### config.mk
export PLATFORM = sky130hd
export DESIGN_NAME = lcdb_bus_gen
export DESIGN_NICKNAME = d
export VERILOG_FILES = /design/src/rtl/lcdb_pkg.sv /design/src/rtl/lcdb_regs.sv /design/src/rtl/lcdb_seq.sv /design/src/rtl/lcdb_strobe.sv /design/src/rtl/lcdb_bus_gen.sv
export SDC_FILE = /design/constraint.sdc
export NUM_CORES = 1
export LEC_CHECK = 0
export ABC_AREA = 1
export CORE_MARGIN = 10
export CORE_UTILIZATION = 35
export CTS_CLUSTER_SIZE = 12
export DETAILED_ROUTE_END_ITERATION = 10
export DONT_BUFFER_PORTS = 1
export PLACE_DENSITY = 0.58
export SYNTH_ARGS = -nofsm -noshare
export SYNTH_HDL_FRONTEND = slang
export SYNTH_SLANG_ARGS = --single-unit
### constraint.sdc
create_clock -name clk -period 3.8 [get_ports clk]
set_input_delay 0.38 -clock clk [delete_from_list [all_inputs] [get_ports clk]]
set_output_delay 0.38 -clock clk [all_outputs]
set_load 0.01 [all_outputs]
### src/rtl/lcdb_pkg.sv
package lcdb_pkg;
    localparam int DATA_W    = 16;
    localparam int LANE_W    = 8;
    localparam int NUM_LANES = DATA_W / LANE_W;
    localparam int ON_W      = 4;
    localparam int OFF_W     = 6;
    localparam int LEN_W     = 6;
    localparam int CNT_W     = 7;
    localparam int ADDR_W    = 3;
    localparam int REG_W     = 32;
    localparam int EDGE_W    = 3 * (ON_W + OFF_W);

    typedef enum logic [ADDR_W-1:0] {
        RA_CFG   = 3'd0,
        RA_EDGE  = 3'd1,
        RA_CYC   = 3'd2,
        RA_CMD   = 3'd3,
        RA_PARAM = 3'd4,
        RA_READ  = 3'd5
    } reg_addr_e;

    typedef enum logic {
        XK_WRITE = 1'b0,
        XK_READ  = 1'b1
    } xfer_kind_e;

    // packed MSB first so that cs_on lands in bits 3:0
    typedef struct packed {
        logic [OFF_W-1:0] re_off;
        logic [ON_W-1:0]  re_on;
        logic [OFF_W-1:0] we_off;
        logic [ON_W-1:0]  we_on;
        logic [OFF_W-1:0] cs_off;
        logic [ON_W-1:0]  cs_on;
    } edge_t;

    typedef struct packed {
        logic [LEN_W-1:0] acc;
        logic [LEN_W-1:0] cs_min;
        logic [LEN_W-1:0] rd_len;
        logic [LEN_W-1:0] wr_len;
    } cyc_t;

    typedef struct packed {
        xfer_kind_e        kind;
        logic              dc;
        logic [DATA_W-1:0] data;
    } xfer_t;

    function automatic logic [CNT_W-1:0] max2(input logic [CNT_W-1:0] a,
                                             input logic [CNT_W-1:0] b);
        return (a > b) ? a : b;
    endfunction

    // tick at which chip select releases, with the minimum pulse applied
    function automatic logic [CNT_W-1:0] cs_end(input edge_t e,
                                               input logic [LEN_W-1:0] min_w);
        return max2(CNT_W'(e.cs_off), CNT_W'(e.cs_on) + CNT_W'(min_w));
    endfunction

    function automatic logic [REG_W-1:0] cyc_word(input cyc_t c);
        return {4'b0, c.acc, 4'b0, c.cs_min, c.rd_len, c.wr_len};
    endfunction
endpackage

### src/rtl/lcdb_regs.sv
module lcdb_regs
    import lcdb_pkg::*;
#(
    parameter logic [REG_W-1:0] RST_EDGE  = 32'h0C22_8941,
    parameter logic [REG_W-1:0] RST_CYC   = 32'h0200_4618,
    parameter bit               RST_DIV2  = 1'b1,
    parameter logic [1:0]       RST_WIDTH = 2'd3
) (
    input  logic              clk,
    input  logic              rst,
    input  logic              reg_wr,
    input  logic              reg_rd,
    input  logic [ADDR_W-1:0] reg_addr,
    input  logic [REG_W-1:0]  reg_wdata,
    input  logic [DATA_W-1:0] rd_sample,
    output logic [REG_W-1:0]  reg_rdata,
    output edge_t             edge_cfg,
    output cyc_t              cyc_cfg,
    output logic              div2,
    output logic              wide,
    output logic              req_v,
    output xfer_t             req
);
    localparam edge_t EDGE_INIT = edge_t'(RST_EDGE[EDGE_W-1:0]);
    localparam cyc_t  CYC_INIT  = '{acc: RST_CYC[27:22], cs_min: RST_CYC[17:12],
                                    rd_len: RST_CYC[11:6], wr_len: RST_CYC[5:0]};

    reg_addr_e  addr;
    logic [1:0] width_q;
    logic       unused_wbits;

    assign addr         = reg_addr_e'(reg_addr);
    assign wide         = (width_q == 2'b11);
    assign unused_wbits = ^reg_wdata[REG_W-1:EDGE_W];

    always_ff @(posedge clk) begin
        if (rst) begin
            edge_cfg  <= EDGE_INIT;
            cyc_cfg   <= CYC_INIT;
            div2      <= RST_DIV2;
            width_q   <= RST_WIDTH;
            reg_rdata <= '0;
        end else begin
            if (reg_wr) begin
                case (addr)
                    RA_CFG: begin
                        width_q <= reg_wdata[1:0];
                        div2    <= reg_wdata[4];
                    end
                    RA_EDGE: edge_cfg <= edge_t'(reg_wdata[EDGE_W-1:0]);
                    RA_CYC:  cyc_cfg  <= '{acc: reg_wdata[27:22], cs_min: reg_wdata[17:12],
                                           rd_len: reg_wdata[11:6], wr_len: reg_wdata[5:0]};
                    default: ;
                endcase
            end
            if (reg_rd) begin
                case (addr)
                    RA_CFG:  reg_rdata <= {27'b0, div2, 2'b0, width_q};
                    RA_EDGE: reg_rdata <= {{(REG_W-EDGE_W){1'b0}}, edge_cfg};
                    RA_CYC:  reg_rdata <= cyc_word(cyc_cfg);
                    RA_READ: reg_rdata <= {{(REG_W-DATA_W){1'b0}}, rd_sample};
                    default: reg_rdata <= '0;
                endcase
            end
        end
    end

    always_comb begin
        req_v     = reg_wr && (addr == RA_CMD || addr == RA_PARAM || addr == RA_READ);
        req.kind  = (addr == RA_READ) ? XK_READ : XK_WRITE;
        req.dc    = (addr != RA_CMD);
        req.data  = reg_wdata[DATA_W-1:0];
    end
endmodule

### src/rtl/lcdb_seq.sv
module lcdb_seq
    import lcdb_pkg::*;
(
    input  logic              clk,
    input  logic              rst,
    input  edge_t             edge_cfg,
    input  cyc_t              cyc_cfg,
    input  logic              div2,
    input  logic              wide,
    input  logic              in_v,
    input  xfer_t             in_x,
    input  logic [DATA_W-1:0] din,
    output logic              in_ready,
    output logic              active,
    output logic [CNT_W-1:0]  cnt,
    output xfer_t             cur_q,
    output edge_t             e_q,
    output logic [LEN_W-1:0]  csmin_q,
    output logic              wide_q,
    output logic [DATA_W-1:0] rd_q
);
    logic             pend_v, ph, div2_q, start, tick_last;
    xfer_t            pend_q;
    logic [LEN_W-1:0] acc_q, len;
    logic [CNT_W-1:0] end_q, start_end;

    assign in_ready  = !pend_v;
    assign start     = !active && pend_v;
    assign tick_last = !div2_q || ph;

    always_comb begin
        len       = (pend_q.kind == XK_READ) ? cyc_cfg.rd_len : cyc_cfg.wr_len;
        start_end = max2(CNT_W'(len), cs_end(edge_cfg, cyc_cfg.cs_min));
        if (start_end == '0) start_end = CNT_W'(1);
    end

    always_ff @(posedge clk) begin
        if (rst) begin
            pend_v  <= 1'b0;
            pend_q  <= '{kind: XK_WRITE, dc: 1'b1, data: '0};
            active  <= 1'b0;
            cnt     <= '0;
            ph      <= 1'b0;
            cur_q   <= '{kind: XK_WRITE, dc: 1'b1, data: '0};
            e_q     <= '0;
            csmin_q <= '0;
            acc_q   <= '0;
            end_q   <= CNT_W'(1);
            div2_q  <= 1'b0;
            wide_q  <= 1'b1;
            rd_q    <= '0;
        end else begin
            if (in_v && !pend_v) begin
                pend_v <= 1'b1;
                pend_q <= in_x;
            end else if (start) begin
                pend_v <= 1'b0;
            end

            if (start) begin
                active  <= 1'b1;
                cnt     <= '0;
                ph      <= 1'b0;
                cur_q   <= pend_q;
                e_q     <= edge_cfg;
                csmin_q <= cyc_cfg.cs_min;
                acc_q   <= cyc_cfg.acc;
                end_q   <= start_end;
                div2_q  <= div2;
                wide_q  <= wide;
            end else if (active) begin
                if (tick_last) begin
                    ph <= 1'b0;
                    if (cnt == end_q - CNT_W'(1)) active <= 1'b0;
                    else                          cnt    <= cnt + CNT_W'(1);
                end else begin
                    ph <= 1'b1;
                end
            end

            if (active && cur_q.kind == XK_READ && cnt == CNT_W'(acc_q) && !ph)
                rd_q <= wide_q ? din : {{(DATA_W-LANE_W){1'b0}}, din[LANE_W-1:0]};
        end
    end


    pend_hold_chk: assert property (@(posedge clk) disable iff (rst)
        (pend_v && active) |=> (pend_v && $stable(pend_q)));

    slot_issue_chk: assert property (@(posedge clk) disable iff (rst)
        (!active && pend_v) |=> (active && !pend_v));

    cnt_bound_chk: assert property (@(posedge clk) disable iff (rst)
        active |-> (cnt < end_q));

    div1_phase_chk: assert property (@(posedge clk) disable iff (rst)
        (active && !div2_q) |-> !ph);
endmodule

### src/rtl/lcdb_strobe.sv
module lcdb_strobe
    import lcdb_pkg::*;
(
    input  logic              clk,
    input  logic              rst,
    input  logic              active,
    input  logic [CNT_W-1:0]  cnt,
    input  xfer_t             cur,
    input  edge_t             e,
    input  logic [LEN_W-1:0]  csmin,
    input  logic              wide,
    output logic              cs_n,
    output logic              we_n,
    output logic              re_n,
    output logic              dc,
    output logic [DATA_W-1:0] dout,
    output logic              doe
);
    logic             is_wr, in_cs, in_we, in_re;
    logic [NUM_LANES-1:0] lane_en;

    always_comb begin
        is_wr = (cur.kind == XK_WRITE);
        in_cs = (cnt >= CNT_W'(e.cs_on)) && (cnt < cs_end(e, csmin));
        in_we = (cnt >= CNT_W'(e.we_on)) && (cnt < CNT_W'(e.we_off));
        in_re = (cnt >= CNT_W'(e.re_on)) && (cnt < CNT_W'(e.re_off));
    end

    always_ff @(posedge clk) begin
        if (rst) begin
            cs_n <= 1'b1;
            we_n <= 1'b1;
            re_n <= 1'b1;
            dc   <= 1'b1;
            doe  <= 1'b0;
        end else begin
            cs_n <= !(active && in_cs);
            we_n <= !(active && is_wr && in_we);
            re_n <= !(active && !is_wr && in_re);
            doe  <= active && is_wr;
            if (active) dc <= cur.dc;
        end
    end

    for (genvar g = 0; g < NUM_LANES; g++) begin : g_lane
        if (g == 0) begin : g_base
            assign lane_en[g] = 1'b1;
        end else begin : g_upper
            assign lane_en[g] = wide;
        end
        always_ff @(posedge clk) begin
            if (rst)
                dout[g*LANE_W +: LANE_W] <= '0;
            else if (active && is_wr)
                dout[g*LANE_W +: LANE_W] <= lane_en[g] ? cur.data[g*LANE_W +: LANE_W] : '0;
        end
    end


    idle_quiet_chk: assert property (@(posedge clk) disable iff (rst)
        (!active && !$past(active)) |=> (cs_n && we_n && re_n));

    strobe_excl_chk: assert property (@(posedge clk) disable iff (rst)
        !we_n |-> re_n);

    doe_read_chk: assert property (@(posedge clk) disable iff (rst)
        !re_n |-> !doe);
endmodule

### src/rtl/lcdb_bus_gen.sv
module lcdb_bus_gen
    import lcdb_pkg::*;
#(
    parameter logic [REG_W-1:0] RST_EDGE  = 32'h0C22_8941,
    parameter logic [REG_W-1:0] RST_CYC   = 32'h0200_4618,
    parameter bit               RST_DIV2  = 1'b1,
    parameter logic [1:0]       RST_WIDTH = 2'd3
) (
    input  logic              clk,
    input  logic              rst,
    input  logic              reg_wr,
    input  logic              reg_rd,
    input  logic [ADDR_W-1:0] reg_addr,
    input  logic [REG_W-1:0]  reg_wdata,
    output logic [REG_W-1:0]  reg_rdata,
    input  logic              push_valid,
    input  logic [DATA_W-1:0] push_data,
    output logic              push_ready,
    output logic              req_ready,
    output logic              busy,
    output logic              lcd_cs_n,
    output logic              lcd_we_n,
    output logic              lcd_re_n,
    output logic              lcd_dc,
    output logic [DATA_W-1:0] lcd_dout,
    output logic              lcd_doe,
    input  logic [DATA_W-1:0] lcd_din
);
    edge_t             edge_cfg, e_q;
    cyc_t              cyc_cfg;
    logic              div2, wide, req_v, in_v, active, wide_q;
    xfer_t             req, in_x, cur_q;
    logic [CNT_W-1:0]  cnt;
    logic [LEN_W-1:0]  csmin_q;
    logic [DATA_W-1:0] rd_q;

    assign push_ready = req_ready && !req_v;
    assign in_v       = req_v || push_valid;
    assign in_x       = req_v ? req : '{kind: XK_WRITE, dc: 1'b1, data: push_data};
    assign busy       = active;

    lcdb_regs #(
        .RST_EDGE (RST_EDGE),
        .RST_CYC  (RST_CYC),
        .RST_DIV2 (RST_DIV2),
        .RST_WIDTH(RST_WIDTH)
    ) regs_i (
        .clk(clk), .rst(rst), .reg_wr(reg_wr), .reg_rd(reg_rd),
        .reg_addr(reg_addr), .reg_wdata(reg_wdata), .rd_sample(rd_q),
        .reg_rdata(reg_rdata), .edge_cfg(edge_cfg), .cyc_cfg(cyc_cfg),
        .div2(div2), .wide(wide), .req_v(req_v), .req(req)
    );

    lcdb_seq seq_i (
        .clk(clk), .rst(rst), .edge_cfg(edge_cfg), .cyc_cfg(cyc_cfg),
        .div2(div2), .wide(wide), .in_v(in_v), .in_x(in_x), .din(lcd_din),
        .in_ready(req_ready), .active(active), .cnt(cnt), .cur_q(cur_q),
        .e_q(e_q), .csmin_q(csmin_q), .wide_q(wide_q), .rd_q(rd_q)
    );

    lcdb_strobe strobe_i (
        .clk(clk), .rst(rst), .active(active), .cnt(cnt), .cur(cur_q),
        .e(e_q), .csmin(csmin_q), .wide(wide_q),
        .cs_n(lcd_cs_n), .we_n(lcd_we_n), .re_n(lcd_re_n), .dc(lcd_dc),
        .dout(lcd_dout), .doe(lcd_doe)
    );
endmodule

==> metrics.md, run 1 <==
| Metric | Value |
|---|---|
| Status | finished, final reports clean |
| DP HPWL | 22500 um |
| CTS HTree Levels | 1 |
| Synth async-reset ratio | 0% |
| Post-synth EDFFs | 0 |
| Slew headroom | 23.7% |
| Starting density of the core | a little over a third |
| Vias/cell | 5.20 |
| Post-route insts no fill | between 1500 and 2000 |
| Worst skew pair latency | roughly 0.53 ns |
| Overflow after GRT | 0 |
| Wire per inst | 18.9 um |
| Static Leak | 0.00471 uW |
| DRT Pass-1 Iters | 5 |
| Ys Warns | 0 |
| CP endpoint kind | register |
| Most common flop cell mapped by yosys | dfxtp_1 |
| Most common cell after layout, fill and taps aside | nand2_1 |
| PwrDens | a little under 500 nW/um2 |
| Buf+Inv Stages, Crit Path | 3 |
| Area growth syn-to-layout | 16.5% |
| Antenna-violating nets left | 0 |
| Req. time, crit path | 4.25 ns |
| Synthesized area per cell | a little under 8 um2 |
| Commonest non-fill, non-tap cells in the layout | 234 x nand2_1, 217 x dfxtp_1, 137 x inv_1 |
| Die Span Y | 190 um |
| Fin Hold WS | slightly above 0.01 ns |
| CTS tree | yes |
| Routed wire length | 32200 um |
| Ports | about 130 |
| Critical path startpoint category | register |
| Max IR drop VDD | between 0.3 and 0.4 mV |
| Max Slew Vio Count | 0 |
| Min-Delay Path Class | input pin to register |
| Multi-input gate area | between 5000 and 6000 um2 |
| Largest area contributor in the netlist | dfxtp_1 |
| Final #Nets | 1438 |
| Minimum clock period | approximately 3.6 ns |
| Die area | about 36000 um2 |
| Post-synthesis cell type count | 49 |
| IO buf count | 0 |
| Row cnt | 62 |
| Setup TNS | 0 ns |
| Max_cap viols | 0 |
| Top cell type's share of synthesized area | roughly 44% |
| Clock Tree Root | clkbuf_16 |
| Placeable Area | 28600 um2 |
| Initial detailed-routing violation count | approximately 600 |
| DR DRC count | 0 |
| Synth Instances | approximately 1300 |
| Finish-stage setup viols | 0 |
| Post-Synthesis Cell Area | just over 10000 um2 |
| Initial antenna violation count | 0 |
| Worst-path fanout max | 7 |
| Sequential share of the synthesized area | between 40% and 50% |
| Share of cells above drive strength 1 | 10.7% |
| Top post-synthesis cells by area | dfxtp_1 44%, nand2_1 9.2%, ha_1 6.9%, o21ai_0 5.8%, inv_1 5.3% |
| Slowest CP cell | fa_2 |
| Actual slew at the worst max-slew pin | 1.14 ns |
| Most used cell, CP | nand2_2 |
| Layout fillers | approximately 3000 |
| Global-route usage over all layers | about 17% |
| Placed Cells | around 1600 |
| # diodes | 0 |
| Worst-path clk slew | roughly 0.06 ns |
| Arr. time, crit path | about 4.1 ns |
| Number of synthesized register bits | 221 |
| Final GP Congestion | slightly below 0.9 |
| Largest net degree at the start of global routing | 66 |
| Cts bufs inserted | 24 |
| Final hold violations | 0 |
| Worst setup path class | register to register |
| Vias in the first global route | approximately 8400 |
| Worst stage delay on the critical path | 0.38 ns |
| CTS sink count | between 200 and 250 |
| Die width | 190 um |
| R2r setup slk | 0.16 ns |
| Area occupied by registers | 4430 um2 |
| Vias | around 8900 |
| First-pass GRT wire length | approximately 49000 um |
| Clk buf depth | 3 |
| Period utilization | a little over nine tenths |
| Max Fclk | 275 MHz |
| Clk_skew | 0.0176 ns |
| CP delay by family, top | simple AND/OR/NAND/NOR gates |
## sequential cells by signal, indices dropped and copies added (netlist names), 16 cells and up
name	flops
seq_i.rd_q	16
seq_i.cur_q	18
regs_i.cyc_cfg	24
regs_i.edge_cfg	30
seq_i.pend_q	18
strobe_i.dout	16
seq_i.e_q	30
regs_i.reg_rdata	30
## where the power goes
group | leakage (uW) | internal [uW] | total (uW) | switching [uW]
combinational | 0.00256 | 365 | 985 | 621
clock | 0.000356 | 1230 | 2190 | 961
sequential | 0.00180 | 2440 | 2560 | 116
total | 0.00471 | 4040 | 5740 | 1700
## cell type report
class | instances | area share [%]
multi-input cells | 860 | 43.5
flip-flops and latches | 221 | 37.6
clock buffers | 32 | 5.69
inverters | 148 | 4.73
well taps | 384 | 4.08
repair buffers | 53 | 4.05
clock inverters | 6 | 0.382
## synth_stat cells, drive strengths merged, types with 10 or more instances
cell type and count:
buf 21, xor2 14, dfxtp 221, inv 146, o21ai 125, o211ai 18
clkbuf 48, a31oi 16, nor2 79, a21oi 103, nand3 61, o221ai 10
nand4 20, nand2 253, a211oi 10, ha 56, o22ai 41, a22o 16
nor3 11
## final timing paths
kind,start,endpoint,cells after the start
max,regs_i.cyc_cfg[12]$_SDFFE_PP0P_,seq_i.end_q[0]$_SDFFE_PP1P_,27
min,lcd_din[3],seq_i.rd_q[3]$_SDFFE_PP0P_,2
max reg2reg,regs_i.cyc_cfg[12]$_SDFFE_PP0P_,seq_i.end_q[0]$_SDFFE_PP1P_,27
min reg2reg,seq_i.pend_q[0]$_SDFFE_PP0P_,seq_i.cur_q[0]$_SDFFE_PP0P_,2
## layer usage
metal / wire length, um / share of wire [%] / GRT usage, % / vias to the layer above
li1: - / - / - / 4403
met1: 14100 / 44 / 22.0 / 4165
met2: 15000 / 46 / 27.6 / 264
met3: 2520 / 7.8 / 4.43 / 37
met4: 632 / 2.0 / 4.46 / 0
met5: 0 / 0 / 0 / -
## cells by family (layout without fill, tap and decap cells)
logic type	Yosys count	after routing	synth area share [%]
XOR/XNOR	20	20	1.87
other	1	2	0.0371
adder cells (fa/ha/maj)	58	58	7.32
flip-flops	221	221	43.7
buffers and inverters	217	239	8.51
AND/OR/NAND/NOR	432	432	18.2
AO/OA/AOI/OAI	348	348	20.3
## stage by stage
stage	setup slack, ns	cell area (um2)	utilization, %	power, uW
2_1_floorplan	0.311	10100	-	3230
3_3_place_gp	-0.0144	10400	36.4	3440
3_5_place_dp	-0.0772	10400	36.4	3460
4_1_cts	0.0171	11400	39.9	5690
5_1_grt	-0.0614	11800	41.2	6010
6_report	0.162	11800	41.2	5740
## timing repair
item                                    4_1_cts  5_1_grt
endpoints found under the setup margin        1        6
gates resized for setup                       2       63
buffers inserted                              0        9
hold buffers                                 28        0
hold endpoints to repair                     82        0
pin swaps                                     0       31
Note: power is estimated with default switching activity, not from simulation.
==> inputs of run 2 (changes only) <==
ABC_AREA = 0   (was 1)
==> run 2 against run 1 <==
Net effect: the run now ends with setup timing left; worst hold slack got worse by 0.00053 ns; routed wire length decreased by 3.2%; final area increased by 6.6%; area after synthesis increased by 1.6%; clock skew increased by 0.012 ns; maximum frequency decreased by 17%; register-to-register slack got worse by 0.74 ns.
==> metrics.md, run 2 <==
| Metric | Value |
|---|---|
| Largest net degree at the start of global routing | about 130 |
| Static Leak | a little under 0.005 uW |
| RSZ-0062 raised after global routing | true |
| Hold Startpoint | push_valid |
| Req. time, crit path | between 4 and 5 ns |
| Arr. time, crit path | roughly 4.9 ns |
| Place WS | -0.564 ns |
| Synth cell count leaders | 221 x dfxtp_1, 187 x nand2_1, 123 x a21oi_1, 78 x nor2_1, 62 x clkbuf_1 |
| Number of synthesized register bits | about 220 |
| Critical path startpoint category | register |
| PwrDens | about 450 nW/um2 |
| Final #Nets | approximately 1400 |
| Hold Path Depth | 2 |
| Violated checks | setup timing |
| Wire per inst | roughly 19 um |
| Worst skew pair latency | about 0.54 ns |
| CTS sink count | approximately 220 |
| Cts bufs inserted | 25 |
| Int Power | approximately 4200 uW |
| # diodes | 0 |
| Max IR drop VDD | a little over 0.3 mV |
| Row cnt | 62 |
| Critical path origin | regs_i.edge_cfg[2]$_SDFFE_PP0P_ |
| Share of cells above drive strength 1 | 14.0% |
| Actual slew at the worst max-slew pin | about 1.2 ns |
| DP HPWL | between 20000 and 25000 um |
| Starting density of the core | between 30 and 40% |
| Sequential share of the synthesized area | approximately 43% |
| Antenna-violating nets left | 0 |
| Largest area contributor in the netlist | dfxtp_1 |
| DR DRC count | 0 |
| Switch share | roughly a quarter |
| Die width | approximately 190 um |
| Vias/cell | about 5.2 |
| Overflow after GRT | 0 |
| Synth Instances | approximately 1200 |
| Die Span Y | 191 um |
| Post-Synthesis Cell Area | a little over 10000 um2 |
| Finish-stage setup viols | 7 |
| Most common flop cell mapped by yosys | dfxtp_1 |
| Combinational Power Share | between 10 and 15% |
| CP endpoint kind | register |
| Ys Warns | 0 |
| Post-synthesis cell type count | 53 |
| Placeable Area | slightly below 30000 um2 |
| Final instance area | 12600 um2 |
| Vias | ~8500 |
| Worst-path clk slew | about 0.060 ns |
| Minimum clock period | around 4.4 ns |
| Status | finished, violations left |
| Final hold violations | 0 |
| Max Slew Vio Count | 0 |
| Worst setup path class | register to register |
| Area growth syn-to-layout | 22.3% |
| Clock power share | a little over two fifths |
| Clk buf depth | 3 |
| Vias in the first global route | just over 8000 |
| Min-Delay Path Class | input pin to register |
| Clock Tree Root | clkbuf_16 |
| Initial antenna violation count | 0 |
| Top cell type's share of synthesized area | between 40% and 50% |
| Period utilization | 115% |
| CTS tree | yes |
| DRT Pass-1 Iters | 5 |
| Worst-path fanout max | 3 |
| Post-synth EDFFs | 0 |
| First-pass GRT wire length | 48300 um |
| Routed wire length | around 31000 um |
| Post-route setup slack | -0.580 ns |
| CTS HTree Levels | 1 |
| Initial detailed-routing violation count | 480 |
| Most common cell after layout, fill and taps aside | dfxtp_1 |
| P_sw | roughly 1500 uW |
| Global-route usage over all layers | 16.4% |
| Die area | 36600 um2 |
| Sequential power share | 43.7% |
| Post-placement cell area | around 11000 um2 |
| Max_cap viols | 0 |
| IO buf count | 0 |
| Synth async-reset ratio | 0% |
| Synthesized area per cell | 8.60 um2 |
| Max Fclk | between 200 and 250 MHz |
| Commonest non-fill, non-tap cells in the layout | 216 x dfxtp_1, 187 x nand2_1, 115 x a21oi_1 |
| Ports | around 130 |
| R2R cell count | 19 |
| Final GP Congestion | 0.834 |
| Most common cell in the synthesized netlist | dfxtp_1 |
| Top post-synthesis cells by area | dfxtp_1 43%, nand2_1 6.8%, ha_1 6.8%, a21oi_1 6.0%, mux2i_1 5.0% |
| Largest regs | regs_i.edge_cfg x30, regs_i.reg_rdata x30, seq_i.e_q x30 |
| Clk_skew | about 0.03 ns |
| Slew headroom | between 20% and 30% |
| Worst R2R Start | regs_i.edge_cfg[2]$_SDFFE_PP0P_ |
run 2: cell types whose count changed after synthesis, moves of 19 or more:
cell	before	now
nand3b_1	0	19
nor2b_1	0	39
o22ai_1	41	0
nand2_1	248	187
inv_1	142	46
o21ai_0	117	53
a22o_1	16	49
nand3_1	58	32
a21oi_1	102	123
nand2b_1	0	26
mux2i_1	0	51
run 2: through the flow:
stage	std cells	total power (uW)	hold slack, ns	utilization [%]	TNS [ns]
after global routing	1659	5890	0.00617	43.6	-4.35
final	1659	5680	0.00961	43.6	-2.94
after global placement	1563	3130	0.437	38.2	-2.46
after floorplan	1196	2980	0.421	-	-1.49
after detailed placement	1563	3140	0.443	38.2	-2.92
after CTS	1655	5680	0.000165	43.0	-2.13
run 2: layout make-up:
| type | instances | area (um2) |
|---|---|---|
| tap | 384 | 480 |
| inverter | 47 | 176 |
| clock inverter | 7 | 95.1 |
| timing repair buffer | 115 | 988 |
| clock buffer | 36 | 737 |
| sequential | 221 | 4430 |
| multi-input combinational | 849 | 5660 |
| fill | 2850 | 16300 |
run 2: worst max-delay path: stages (launching register included):
cell      delay (ns)
dfxtp_1         0.31
ha_1            0.32
and3_1          0.19
a221o_1         0.33
xnor2_1         0.16
ha_1            0.38
nand3_4         0.10
a21o_1          0.19
a211oi_4        0.29
buf_4           0.16
mux2_4          0.32
ha_4            0.28
nand3_2         0.06
a21o_1          0.19
a211oi_4        0.28
buf_4           0.16
buf_6           0.09
o21ai_4         0.05
nor4_2          0.30
a21o_1          0.16
run 2: path summary, 6_finish.rpt:
path | end | slack (ns)
worst min register to register | seq_i.cur_q[16]$_SDFFE_PP1P_ | 0.45
worst max register to register | seq_i.end_q[0]$_SDFFE_PP1P_ | -0.58
worst max-delay path | seq_i.end_q[0]$_SDFFE_PP1P_ | -0.58
worst min-delay path | seq_i.pend_v$_SDFFE_PP0P_ | 0.01
run 2: routing by layer:
metal | global-route usage, % | share of wire (%) | wire length [um]
met1 | 22.2 | 47 | 14600
met2 | 26.1 | 46 | 14200
met3 | 3.83 | 6.3 | 1970
met4 | 3.25 | 1.2 | 361
met5 | 0 | 0 | 0
run 2: repair_timing:
item                       in CTS  in global routing
hold endpoints to repair      141                  0
setup endpoints to repair       7                  7
setup buffers                  12                  4
hold buffers                   37                  0
pin swaps                      11                 22
gates resized for setup        18                 27
run 2: power groups by stage:
| stage | clock (uW) | sequential, uW | combinational [uW] |
|---|---|---|---|
| floorplan | 0 | 2500 | 480 |
| global placement | 0 | 2530 | 607 |
| detailed placement | 0 | 2530 | 617 |
| CTS | 2470 | 2480 | 731 |
| global route | 2560 | 2490 | 838 |
| finish | 2430 | 2480 | 765 |
run 2: cells by family after synthesis:
| kind of cell | Yosys count | synth area share (%) |
|---|---|---|
| other cells | 1 | 0.0365 |
| mux | 57 | 5.63 |
| flops | 221 | 43.1 |
| xor+xnor | 28 | 2.52 |
| compound gates | 289 | 17.9 |
| fa+ha+maj | 58 | 7.21 |
| buf+inv | 126 | 4.87 |
| simple gates | 415 | 18.8 |
==> inputs of run 3 (changes only) <==
CORE_MARGIN = 4   (was 10)
SKIP_CTS_REPAIR_TIMING = 1   (was default)
SLEW_MARGIN = 20   (was default)
==> run 3 against run 2 <==
Net effect: clock skew is 0.015 ns lower; via count fell by 1.1%; global-route usage grew 1.4 points; maximum frequency grew 1.1%; register-to-register slack improved by 0.05 ns; critical path type unchanged; the flow finishes with violations (hold timing, setup timing); combinational power down 4.6%; worst setup slack better by 0.049 ns; power decreased by 4.0%; largest cell class unchanged; sequential cell count stayed put; non-clock buffer count is 21 lower; first-iteration DRC count rose by 14%.
==> metrics.md, run 3 (same netlist as run 2, synthesis figures left out) <==
| Metric | Value |
|---|---|
| Status | finished, violations left |
| Violated checks | hold timing, setup timing |
| Post-route setup slack | -0.530 ns |
| Share of cells above drive strength 1 | between 10% and 20% |
| Worst stage delay on the critical path | roughly 0.35 ns |
| Wire per inst | 19.0 um |
| Buf+Inv Stages, Crit Path | 3 |
| CTS sink count | 221 |
| Arr. time, crit path | 4.74 ns |
| Cts bufs inserted | 24 |
| CTS HTree Levels | 1 |
| WL met1 | 14400 um |
| Die Span Y | 179 um |
| Max Slew Vio Count | 0 |
| Final GP Congestion | a little over 0.8 |
| # diodes | 0 |
| Final #Nets | 1367 |
| Initial antenna violation count | 0 |
| Row cnt | 62 |
| Crit-path cells | ha_4 -> fa_2 -> a21o_1 -> a21oi_2 -> xnor2_2 -> inv_2 -> ha_4 -> nand3_2 -> a21o_1 -> a211oi_4 -> buf_4 -> mux2_4 -> ha_4 -> nand3b_1 -> a21o_1 -> a211oi_4 -> buf_6 -> mux2i_2 -> nor4_1 -> a21o_1 |
| Minimum clock period | 4.33 ns |
| Overflow after GRT | 0 |
| Most common cell after layout, fill and taps aside | dfxtp_1 |
| Actual slew at the worst max-slew pin | between 1 and 1.5 ns |
| DRT Pass-1 Iters | 5 |
| Worst setup path class | register to register |
| Overall Power | 5450 uW |
| Period utilization | 114% |
| Highest Signal Layer | met4 |
| Min-Delay Path Class | input pin to register |
| Final hold violations | 12 |
| RSZ-0062 raised after global routing | true |
| Fin Hold WS | -0.0107 ns |
| Most used cell, CP | a21o_1 |
| Die width | 179 um |
| Clock Tree Root | clkbuf_16 |
| Initial detailed-routing violation count | between 500 and 600 |
| Ports | between 100 and 150 |
| Commonest non-fill, non-tap cells in the layout | 214 x dfxtp_1, 186 x nand2_1, 114 x a21oi_1 |
| Vias in the first global route | between 7000 and 8000 |
| PwrDens | ~440 nW/um2 |
| Area growth syn-to-layout | 19.6% |
| Global-route usage over all layers | about 18% |
| Largest regs | regs_i.edge_cfg x30, regs_i.reg_rdata x30, seq_i.e_q x30 |
| Critical path startpoint category | register |
| Met2 Routed Length | between 10000 and 15000 um |
| Met3 wire length | about 1900 um |
| Max IR drop VDD | 0.325 mV |
| IO buf count | 0 |
| Clk_skew | ~0.015 ns |
| CP endpoint kind | register |
| Max_cap viols | 0 |
| First-pass GRT wire length | between 40000 and 50000 um |
| Die area | ~32000 um2 |
| Layout fillers | 2887 |
| Req. time, crit path | around 4.2 ns |
| CP delay by family, top | compound AO/OA/AOI/OAI gates |
| Vias/cell | ~5.2 |
| Slowest CP cell | fa_2 |
| Antenna-violating nets left | 0 |
| Worst-path fanout max | 4 |
| Fin util | between 40% and 50% |
| Starting density of the core | between 30 and 40% |
| Slew headroom | about a quarter |
| Routed wire length | a little over 30000 um |
| Vias | around 8400 |
| Clk buf depth | 3 |
| Largest net degree at the start of global routing | approximately 150 |
| Finish-stage setup viols | 7 |
| DP HPWL | roughly 21000 um |
| Worst skew pair latency | 0.52 ns |
| Static Leak | ~0.0048 uW |
| Worst-path clk slew | approximately 0.06 ns |
| DR DRC count | 0 |
| Max Fclk | around 230 MHz |
| CTS tree | yes |
| Placeable Area | slightly below 30000 um2 |
-- run 3: report_power, final --
group	switching (uW)	total, uW	leakage (uW)	internal (uW)
registers	76.4	2480	0.00180	2400
clock network	947	2240	0.000364	1300
logic	407	730	0.00263	323
total	1430	5450	0.00479	4020
-- run 3: worst paths after layout --
check / from / to / slack, ns / cells after the start
max: regs_i.cyc_cfg[12]$_SDFFE_PP0P_ / seq_i.end_q[0]$_SDFFE_PP1P_ / -0.53 / 20
min: reg_wdata[21] / regs_i.edge_cfg[21]$_SDFFE_PP1P_ / -0.01 / 2
max reg2reg: regs_i.cyc_cfg[12]$_SDFFE_PP0P_ / seq_i.end_q[0]$_SDFFE_PP1P_ / -0.53 / 20
min reg2reg: seq_i.cur_q[4]$_SDFFE_PP0P_ / strobe_i.dout[4]$_SDFFE_PP0P_ / 0.45 / 2
-- run 3: through the flow --
stage | instances | worst slack, ns | setup TNS, ns | hold WS, ns | instance area, um2
CTS | 1604 | -0.589 | -3.10 | -0.0395 | 11800
floorplan | 1196 | -0.385 | -1.49 | 0.421 | 10400
global route | 1636 | -0.645 | -3.76 | 0.000123 | 12300
global placement | 1563 | -0.464 | -2.39 | 0.443 | 11000
detailed placement | 1563 | -0.564 | -2.92 | 0.445 | 11000
finish | 1636 | -0.530 | -2.79 | -0.0107 | 12300
-- run 3: metal layers --
| layer | GRT usage (%) | vias to the layer above |
|---|---|---|
| met1 | 24.8 | 4005 |
| met2 | 28.4 | 216 |
| met5 | 0 | - |
| met3 | 4.41 | 41 |
| met4 | 3.55 | 0 |
| li1 | - | 4186 |
-- run 3: area by class of cell --
| class | count | area [um2] | area share [%] |
|---|---|---|---|
| Multi-Input combinational cell | 849 | 5650 | 46.0 |
| Sequential cell | 221 | 4430 | 36.1 |
| Timing Repair Buffer | 94 | 797 | 6.49 |
| Clock buffer | 37 | 721 | 5.87 |
| Tap cell | 384 | 480 | 3.91 |
| Inverter | 47 | 176 | 1.44 |
| Clock inverter | 4 | 22.5 | 0.183 |
-- run 3: worst register-to-register path, cell delays in order (launching register included) --
cell and delay, ns:
dfxtp_2 0.34, ha_4 0.16, fa_2 0.35, a21o_1 0.21, a21oi_2 0.17, xnor2_2 0.15
inv_2 0.07, ha_4 0.27, nand3_2 0.06, a21o_1 0.19, a211oi_4 0.27, buf_4 0.16
mux2_4 0.32, ha_4 0.28, nand3b_1 0.07, a21o_1 0.21, a211oi_4 0.29, buf_6 0.18
mux2i_2 0.24, nor4_1 0.08, a21o_1 0.17
